==> src/rtl/wave_fetch_pkg.sv <==
// Package: shared encodings for the wavefront fetch arbiter.
// Assumes a 2-bit state field per slot, supplied by the wavefront controller.
package wave_fetch_pkg;
    localparam int STATE_W = 2;

    typedef enum logic [STATE_W-1:0] {
        WS_IDLE    = 2'd0,
        WS_RUN     = 2'd1,
        WS_WAITCNT = 2'd2,
        WS_HALT    = 2'd3
    } wave_state_e;
endpackage

==> src/rtl/wfa_slot_elig.sv <==
// Module: per-slot eligibility test.
// Evaluates the four fetch gates for every slot in parallel; purely combinational.
// Assumes pending_i is the registered in-flight flag of each slot.
module wfa_slot_elig
    import wave_fetch_pkg::*;
#(
    parameter int NUM_WAVES = 8
) (
    input  logic [NUM_WAVES*STATE_W-1:0] state_i,
    input  logic [NUM_WAVES-1:0]         buf_free_i,
    input  logic [NUM_WAVES-1:0]         stop_i,
    input  logic [NUM_WAVES-1:0]         pending_i,
    output logic [NUM_WAVES-1:0]         elig_o
);
    for (genvar g = 0; g < NUM_WAVES; g++) begin : g_slot
        wave_state_e st;
        logic        active;

        assign st = wave_state_e'(state_i[g*STATE_W +: STATE_W]);

        // Purpose: active when running or waiting on a counter.
        always_comb begin
            active = (st == WS_RUN) || (st == WS_WAITCNT);
        end

        assign elig_o[g] = active && buf_free_i[g] && !stop_i[g] && !pending_i[g];
    end
endmodule

==> src/rtl/wfa_ready_queue.sv <==
// Module: oldest-first queue of slot indices.
// Accepts up to NUM_WAVES pushes per cycle (ascending slot order) and one pop.
// Assumes the caller never pushes a slot already held, so occupancy stays <= NUM_WAVES.
module wfa_ready_queue #(
    parameter int NUM_WAVES = 8,
    localparam int SLOT_W = (NUM_WAVES > 1) ? $clog2(NUM_WAVES) : 1,
    localparam int CNT_W  = $clog2(NUM_WAVES + 1)
) (
    input  logic                 clk,
    input  logic                 rst_n,
    input  logic [NUM_WAVES-1:0] push_vec_i,
    input  logic                 pop_i,
    output logic                 not_empty_o,
    output logic [SLOT_W-1:0]    head_o
);
    logic [SLOT_W-1:0] slot_q [NUM_WAVES];
    logic [SLOT_W-1:0] slot_d [NUM_WAVES];
    logic [CNT_W-1:0]  cnt_q;
    logic [CNT_W-1:0]  cnt_d;

    assign not_empty_o = (cnt_q != '0);
    assign head_o      = slot_q[0];

    // Purpose: shift out the head on pop, then append new slots in index order.
    always_comb begin
        int unsigned wpos;
        for (int i = 0; i < NUM_WAVES; i++) begin
            slot_d[i] = slot_q[i];
        end
        wpos = int'(cnt_q);
        if (pop_i && not_empty_o) begin
            for (int i = 0; i < NUM_WAVES - 1; i++) begin
                slot_d[i] = slot_q[i+1];
            end
            wpos = wpos - 1;
        end
        for (int k = 0; k < NUM_WAVES; k++) begin
            if (push_vec_i[k] && (wpos < NUM_WAVES)) begin
                slot_d[wpos] = SLOT_W'(k);
                wpos = wpos + 1;
            end
        end
        cnt_d = CNT_W'(wpos);
    end

    // Purpose: queue storage and occupancy register.
    always_ff @(posedge clk) begin
        if (!rst_n) begin
            cnt_q <= '0;
            for (int i = 0; i < NUM_WAVES; i++) begin
                slot_q[i] <= '0;
            end
        end else begin
            cnt_q <= cnt_d;
            for (int i = 0; i < NUM_WAVES; i++) begin
                slot_q[i] <= slot_d[i];
            end
        end
    end
endmodule

==> src/rtl/wave_fetch_arb.sv <==
// Module: wavefront fetch arbiter top.
// Enters eligible, unqueued slots into an oldest-first queue and grants the head each cycle.
// Assumes the grant consumer always accepts, and fetch_done_i is pulsed once per finished fetch.
module wave_fetch_arb
    import wave_fetch_pkg::*;
#(
    parameter int NUM_WAVES = 8,
    localparam int SLOT_W = (NUM_WAVES > 1) ? $clog2(NUM_WAVES) : 1
) (
    input  logic                         clk,
    input  logic                         rst_n,
    input  logic [NUM_WAVES*STATE_W-1:0] wave_state_i,
    input  logic [NUM_WAVES-1:0]         buf_free_i,
    input  logic [NUM_WAVES-1:0]         stop_fetch_i,
    input  logic [NUM_WAVES-1:0]         fetch_done_i,
    output logic                         grant_valid_o,
    output logic [NUM_WAVES-1:0]         grant_oh_o,
    output logic [SLOT_W-1:0]            grant_slot_o
);
    logic [NUM_WAVES-1:0] pending_q;
    logic [NUM_WAVES-1:0] queued_q;
    logic [NUM_WAVES-1:0] elig_vec;
    logic [NUM_WAVES-1:0] enq_vec;
    logic                 q_not_empty;
    logic [SLOT_W-1:0]    q_head;

    wfa_slot_elig #(.NUM_WAVES(NUM_WAVES)) elig_i (
        .state_i    (wave_state_i),
        .buf_free_i (buf_free_i),
        .stop_i     (stop_fetch_i),
        .pending_i  (pending_q),
        .elig_o     (elig_vec)
    );

    assign enq_vec = elig_vec & ~queued_q;

    wfa_ready_queue #(.NUM_WAVES(NUM_WAVES)) queue_i (
        .clk         (clk),
        .rst_n       (rst_n),
        .push_vec_i  (enq_vec),
        .pop_i       (q_not_empty),
        .not_empty_o (q_not_empty),
        .head_o      (q_head)
    );

    // Purpose: decode the queue head into the grant outputs.
    always_comb begin
        grant_valid_o = q_not_empty;
        grant_slot_o  = q_head;
        grant_oh_o    = '0;
        if (q_not_empty) begin
            grant_oh_o[q_head] = 1'b1;
        end
    end

    // Purpose: per-slot queued and in-flight flags.
    always_ff @(posedge clk) begin
        if (!rst_n) begin
            queued_q  <= '0;
            pending_q <= '0;
        end else begin
            queued_q  <= (queued_q | enq_vec) & ~grant_oh_o;
            pending_q <= (pending_q & ~fetch_done_i) | grant_oh_o;
        end
    end
endmodule

==> config.mk <==
export PLATFORM = sky130hd
export DESIGN_NAME = wave_fetch_arb
export DESIGN_NICKNAME = d
export VERILOG_FILES = /design/src/rtl/wave_fetch_pkg.sv /design/src/rtl/wfa_slot_elig.sv /design/src/rtl/wfa_ready_queue.sv /design/src/rtl/wave_fetch_arb.sv
export SDC_FILE = /design/constraint.sdc
export NUM_CORES = 1
export LEC_CHECK = 0
export ABC_AREA = 1
export BUFFER_PORTS_ARGS = -buffer_cell sky130_fd_sc_hd__buf_2
export CAP_MARGIN = 20
export CORE_MARGIN = 1.5
export CORE_UTILIZATION = 45
export DETAILED_ROUTE_END_ITERATION = 7
export HOLD_SLACK_MARGIN = 0.15
export PLACE_DENSITY = 0.65
export SLEW_MARGIN = 20
export SYNTH_ARGS = -nofsm -noshare
export SYNTH_HDL_FRONTEND = slang
export SYNTH_SLANG_ARGS = --single-unit
==> constraint.sdc <==
create_clock -name clk -period 8.5 [get_ports clk]
set_input_delay 2.125 -clock clk [delete_from_list [all_inputs] [get_ports clk]]
set_output_delay 2.125 -clock clk [all_outputs]
set_load 0.05 [all_outputs]
# Word-level counts from Yosys, hierarchy flattened
# Memory sizes are Yosys's and may differ from the RTL's.
# Cells that the tools add are included.
[word_totals] reg_bits=20 ramBits=24 inputBits=42 elab_cells=213 n_memories=1
[op_classes] n_addsub=9 order_cmp=26 n_eq_ne=16 mux=47 bitwise_logic=45 n_reduce_logical=66
[memory_table] memory="queue_i.slot_q" words=8 word_bits=3 rd=8 rd_clocked_by_memory_dff=0 write_ports=8 line_no="wfa_ready_queue.sv:16" rtl="logic [SLOT_W-1:0] slot_q [NUM_WAVES];"
[ops] operator="33-bit by 4-bit >= comparator with 1-bit output (second input constant)" count=8
[ops] operator="33-bit by 1-bit < comparator with 1-bit output (second input constant)" count=8
[ops] operator="32-bit NOT with 33-bit output" count=8
[ops] operator="32-bit by 4-bit < comparator with 1-bit output (second input constant)" count=8
[ops] operator="32-bit two-way mux" count=8
[ops] operator="32-bit by 1-bit adder with 32-bit output (second input constant)" count=7
[ops] operator="24-bit two-way mux" count=8
[ops] operator="3-bit demux with 3-bit select" count=8
[ops] operator="16-bit bitwise AND" count=3
[ops] operator="8-bit bitwise AND" count=6
[ops] operator="3-bit two-way mux" count=16
[ops] operator="16-bit NOT" count=3
[ops] operator="8-bit NOT" count=6
[ops] operator="16-bit OR" count=3
[ops] operator="1-bit logical AND" count=41
[ops] operator="8-bit OR" count=5
[ops] operator="24-bit bitwise AND" count=1
[ops] operator="24-bit NOT" count=1
[ops] operator="24-bit OR" count=1
[ops] operator="21-bit two-way mux" count=1
[ops] operator="2-bit by 1-bit == test with 1-bit output (second input constant)" count=8
[ops] operator="2-bit == test (second input constant)" count=8
[ops] operator="1-bit logical NOT" count=16
[ops] operator="1-bit logical OR" count=8
[ops] operator="other kinds (10)" count=19

# Longest topological paths before layout
[logic_depth] ltp_word=34 ltp_mapped=52 depth_no_buf=52

# Modules after synthesis
# Synthesis repeated with hierarchy kept, for this count alone.
[unflattened] cells_unflattened=764 hier_area_um2=4420.5
[by_module_without_submodules] module="wfa_ready_queue" n_inst=1 cells_per_inst=600 area_each_um2=3517.1 seq_area_each_um2=560.5
[by_module_without_submodules] module="wave_fetch_arb" n_inst=1 cells_per_inst=100 area_each_um2=663.1 seq_area_each_um2=320.3
[by_module_without_submodules] module="wfa_slot_elig" n_inst=1 cells_per_inst=64 area_each_um2=240.2 seq_area_each_um2=0.0

# Worst setup path before layout
# OpenSTA, ideal clock, no wires.
[synth_path] path_type="input-to-reg" from="input buf_free_i[0]" to="register queue_i.cnt_q[2]" t_arrival_ps=6645 required_ps=8429 slack_ps=1784 path_stages=31 n_path_buf=1 cell_sequence="nand2_1 > nor2_1 > nand3b_1 > nor2_4 > buf_6 > nand2_1 > nand2_1 > inv_1 > ha_1 > nand3_1 > nand2_1 > ha_1 > o21ai_4 > inv_2 > ha_1 > inv_1 > o21ai_2 > ha_1 > nand3_1 > nand2_2 > ha_1 > nand3_1 > nand2_1 > ha_1 > nand3_1 > nand2_2 > ha_1 > nand3b_1 > nand2_1 > nand3_2 > a21oi_1"
[synth_between] elab_chain_cells=27 elab_cells_between_ends=34 classes_between="7 x add/sub; 7 x order compare; 8 x mux; 1 x bitwise; 11 x reduce/logical"
[synth_lines] item="start: declaration" line_no="wave_fetch_arb.sv:13" rtl="input logic [NUM_WAVES-1:0] buf_free_i,"
[synth_lines] item="1-bit logical AND * (3 in a row)" line_no="wfa_slot_elig.sv:26" rtl="assign elig_o[g] = active && buf_free_i[g] && !stop_i[g] && !pending_i[g];"
[synth_lines] item="8-bit bitwise AND *" line_no="wave_fetch_arb.sv:35" rtl="assign enq_vec = elig_vec & ~queued_q;"
[synth_lines] item="1-bit logical AND *" line_no="wfa_ready_queue.sv:38" rtl="if (push_vec_i[k] && (wpos < NUM_WAVES)) begin"
[synth_lines] item="32-bit two-way mux *" line_no="wfa_ready_queue.sv:38"
[synth_lines] item="32-bit by 4-bit < comparator with 1-bit output" line_no="wfa_ready_queue.sv:38"
[synth_lines] item="1-bit logical AND" line_no="wfa_ready_queue.sv:38"
[synth_lines] item="32-bit two-way mux *" line_no="wfa_ready_queue.sv:38"
[synth_lines] item="32-bit by 4-bit < comparator with 1-bit output" line_no="wfa_ready_queue.sv:38"
[synth_lines] item="[... 9 more ...]"
[synth_lines] item="1-bit logical AND" line_no="wfa_ready_queue.sv:38"
[synth_lines] item="32-bit two-way mux *" line_no="wfa_ready_queue.sv:38"
[synth_lines] item="32-bit by 4-bit < comparator with 1-bit output" line_no="wfa_ready_queue.sv:38"
[synth_lines] item="1-bit logical AND" line_no="wfa_ready_queue.sv:38"
[synth_lines] item="32-bit two-way mux *" line_no="wfa_ready_queue.sv:38"
[synth_lines] item="32-bit by 4-bit < comparator with 1-bit output" line_no="wfa_ready_queue.sv:38"
[synth_lines] item="1-bit logical AND" line_no="wfa_ready_queue.sv:38"
[synth_lines] item="4-bit two-way mux *" line_no="wfa_ready_queue.sv:38"
[synth_lines] item="end signal: assignment" line_no="wfa_ready_queue.sv:54" rtl="cnt_q <= cnt_d;"
[synth_lines] item="end: declaration" line_no="wfa_ready_queue.sv:18" rtl="logic [CNT_W-1:0] cnt_q;"
# Every way passes the cells marked *; elsewhere a longest branch is shown, timed or not.
# A chain may end at the register's enable or synchronous reset.

# Final worst setup path
# Ends and elaborated chain as after synthesis.

==> results.json <==
{
  "grt_max_degree": 38,
  "synth_cell_types": 48,
  "wl_um": 13150,
  "drtPass1Iterations": 7,
  "critPathArrivalTime_ps": 7640,
  "power_per_cell_area_nw_per_um2": 447.3,
  "drtIter0Drc": 357,
  "crit_top_cell": "nand2_1",
  "grt_pass1_wl_um": 21240,
  "finalSetupTns_ps": 0,
  "cp_slowest_cell": "nor2_2",
  "cts-buffers-inserted": 5,
  "die_w_um": 104.4,
  "synthSimpleGateAreaFrac_pct": 49.15,
  "syn_to_final_growth_pct": 10.02,
  "synthMuxAreaShare_pct": 0.2162,
  "p_sw_mw": 1.379,
  "seq_area_frac_synth_pct": 19.02,
  "cts_buffer_depth": 2,
  "min_path_type": "flop to flop",
  "io_buffer_count": 53,
  "status": "complete, no violations",
  "diodes": 0,
  "root_buffer": "clkbuf_8",
  "cts_tree": "yes",
  "yosysWarnings": 0,
  "drv_slew": 0,
  "max_freq_mhz": 135.0,
  "wire_per_inst_um": 14.31,
  "layout.nets": 841,
  "ant_nets": 0,
  "drc": 0,
  "rsz0062_at_grt": "no",
  "ios": 54,
  "crit_path_end_kind": "flop",
  "hold_viol_final": 0,
  "row_count": 36,
  "async_reset_ff_share_pct": 0,
  "post_cts_resized": 0,
  "power_frac_comb_pct": 79.5,
  "cap_violations": 0,
  "antenna_found_initial": 0,
  "internal_power_mw": 0.8999,
  "ys_ff_latch": 44,
  "syn_avg_cell_area_um2": 6.317,
  "path_max_fanout": 15,
  "hpwl_um": 10670,
  "overflow": 0,
  "netlist_area_um2": 4631,
  "fin_skew_ps": 11.54,
  "die_area_um2": 10910,
  "cts_sinks": 44,
  "syn_inst": 733,
  "finalSetupViolCount": 0,
  "post_cts_buffers": 0,
  "worst_slew_pin_slew_ps": 1047,
  "period_minus_slack_ps": 7410,
  "dieHeight_um": 104.4,
  "worst-setup-path-type": "primary input to flop",
  "h-tree-depth": 2,
  "drt-vias-per-instance": 5.248,
  "synth_top_family_by_area": "simple AND/OR/NAND/NOR gates",
  "synth_edf_count": 0,
  "utilization_pct": 51.65,
  "synth_top_area_share_pct": 19.02,
  "fin_crit_sh_pct": 87.18,
  "worstPathRequired_ps": 8730,
  "start_util_pct": 46.94,
  "yosysTopAreaCell": "dfxtp_1",
  "path_clk_slew_ps": 80,
  "drive_gt1_share_pct": 21.37,
  "final_common_cell": "nand2_1",
  "clock_latency_ps": 320,
  "holdBufCountCts": 0,
  "grt_usage_pct": 24.15,
  "core_area_um2": 9864,
  "vias": 4823,
  "sw_frac_of_total_pct": 60.51,
  "synth_compound_area_share_pct": 14.73,
  "synth_xor_area_share_pct": 1.702,
  "final_cell_mix": "182 x nand2_1, 98 x inv_1, 81 x nor2_1",
  "synth_fa_ha_area_share_pct": 3.783,
  "p_clk_share_pct": 7.4,
  "gp_congestion": 0.9002,
  "start_kind": "primary input",
  "leakage_nw": 2.559,
  "slew_headroom_pct": 30.16,
  "power_frac_seq_pct": 13.0,
  "grt_pass1_vias": 4297,
  "ys.flop_type": "dfxtp_1",
  "synthTopCellsByArea": "dfxtp_1 19%, nand2_1 15%, inv_1 7.9%",
  "max_stage_delay_ps": 380,
  "ir_worst_vdd_mv": 0.2532
}
metal layers:
layer	vias up	global-route usage, %	wire [µm]
met1	2166	33.64	6330
met4	0	7.540	340
met3	19	2.569	732
met5	-	0	0
li1	2485	-	-
met2	153	38.86	5747
sequential cells by signal, summed over array words and instances, names as in the netlist:
name,cells
queue_i.slot_q,24
pending_q,8
queued_q,8
queue_i.cnt_q,4
power groups by stage:
stage | Clock, mW | Sequential (mW) | Combinational (mW)
4_1_cts | 0.172 | 0.295 | 1.78
5_1_grt | 0.179 | 0.302 | 2.03
3_5_place_dp | 0 | 0.300 | 1.77
3_3_place_gp | 0 | 0.299 | 1.76
2_1_floorplan | 0 | 0.285 | 1.53
6_report | 0.170 | 0.297 | 1.81
synthesized netlist by cell type (15+ instances only):
master	number
nor2_1	82
nand3_2	15
inv_1	98
o21ai_0	20
dfxtp_1	44
a21oi_1	26
a21oi_2	22
nor3_1	19
nand4_1	17
nand2_1	182
nand3_1	46
nand2_2	17
final cells by class:
class	count	area (µm²)
Clock buffer	5	68.82
Clock inverter	3	42.54
Fill cell	1010	4770
Inverter	110	412.9
Multi-Input combinational cell	571	3258
Sequential cell	44	880.8
Tap cell	133	166.4
Timing Repair Buffer	53	265.3
path summary, 6_finish.rpt:
check,from,cells past startpoint,slack (ps),endpoint
max,buf_free_i[0],35,1090,queue_i.cnt_q[2]
min,pending_q[6],2,480,pending_q[6]
min reg2reg,pending_q[6],2,480,pending_q[6]
max reg2reg,queue_i.cnt_q[0],45,1290,queue_i.cnt_q[2]
stage by stage:
stage	power [mW]	hold slack [ps]	worst slack, ps	cells	instance area, µm²
finish	2.279	482.4	1090	919	5095
global route	2.509	514.9	493.1	919	5095
CTS	2.245	489.4	1170	919	5095
detailed placement	2.070	475.4	850.6	911	4984
global placement	2.058	452.4	877.5	911	4984
floorplan	1.812	443.4	1784	740	4657
logic make-up (layout without fill, tap and decap cells):
kind of cell	count (synthesis)	count (layout)
mux	1	1
simple gates	435	435
compound gates	103	103
xor+xnor	9	9
fa+ha+maj	14	14
flops	44	44
buf+inv	125	171
other cells	2	9
critical path: cells and delay by family:
family	cells	cell delay (ps)
AND/OR/NAND/NOR	20	2780
adder cells (fa/ha/maj)	5	1360
AO/OA/AOI/OAI	3	720
buffers and inverters	6	470
XOR/XNOR	1	170
No activity file was read; power rests on OpenSTA's default activity.
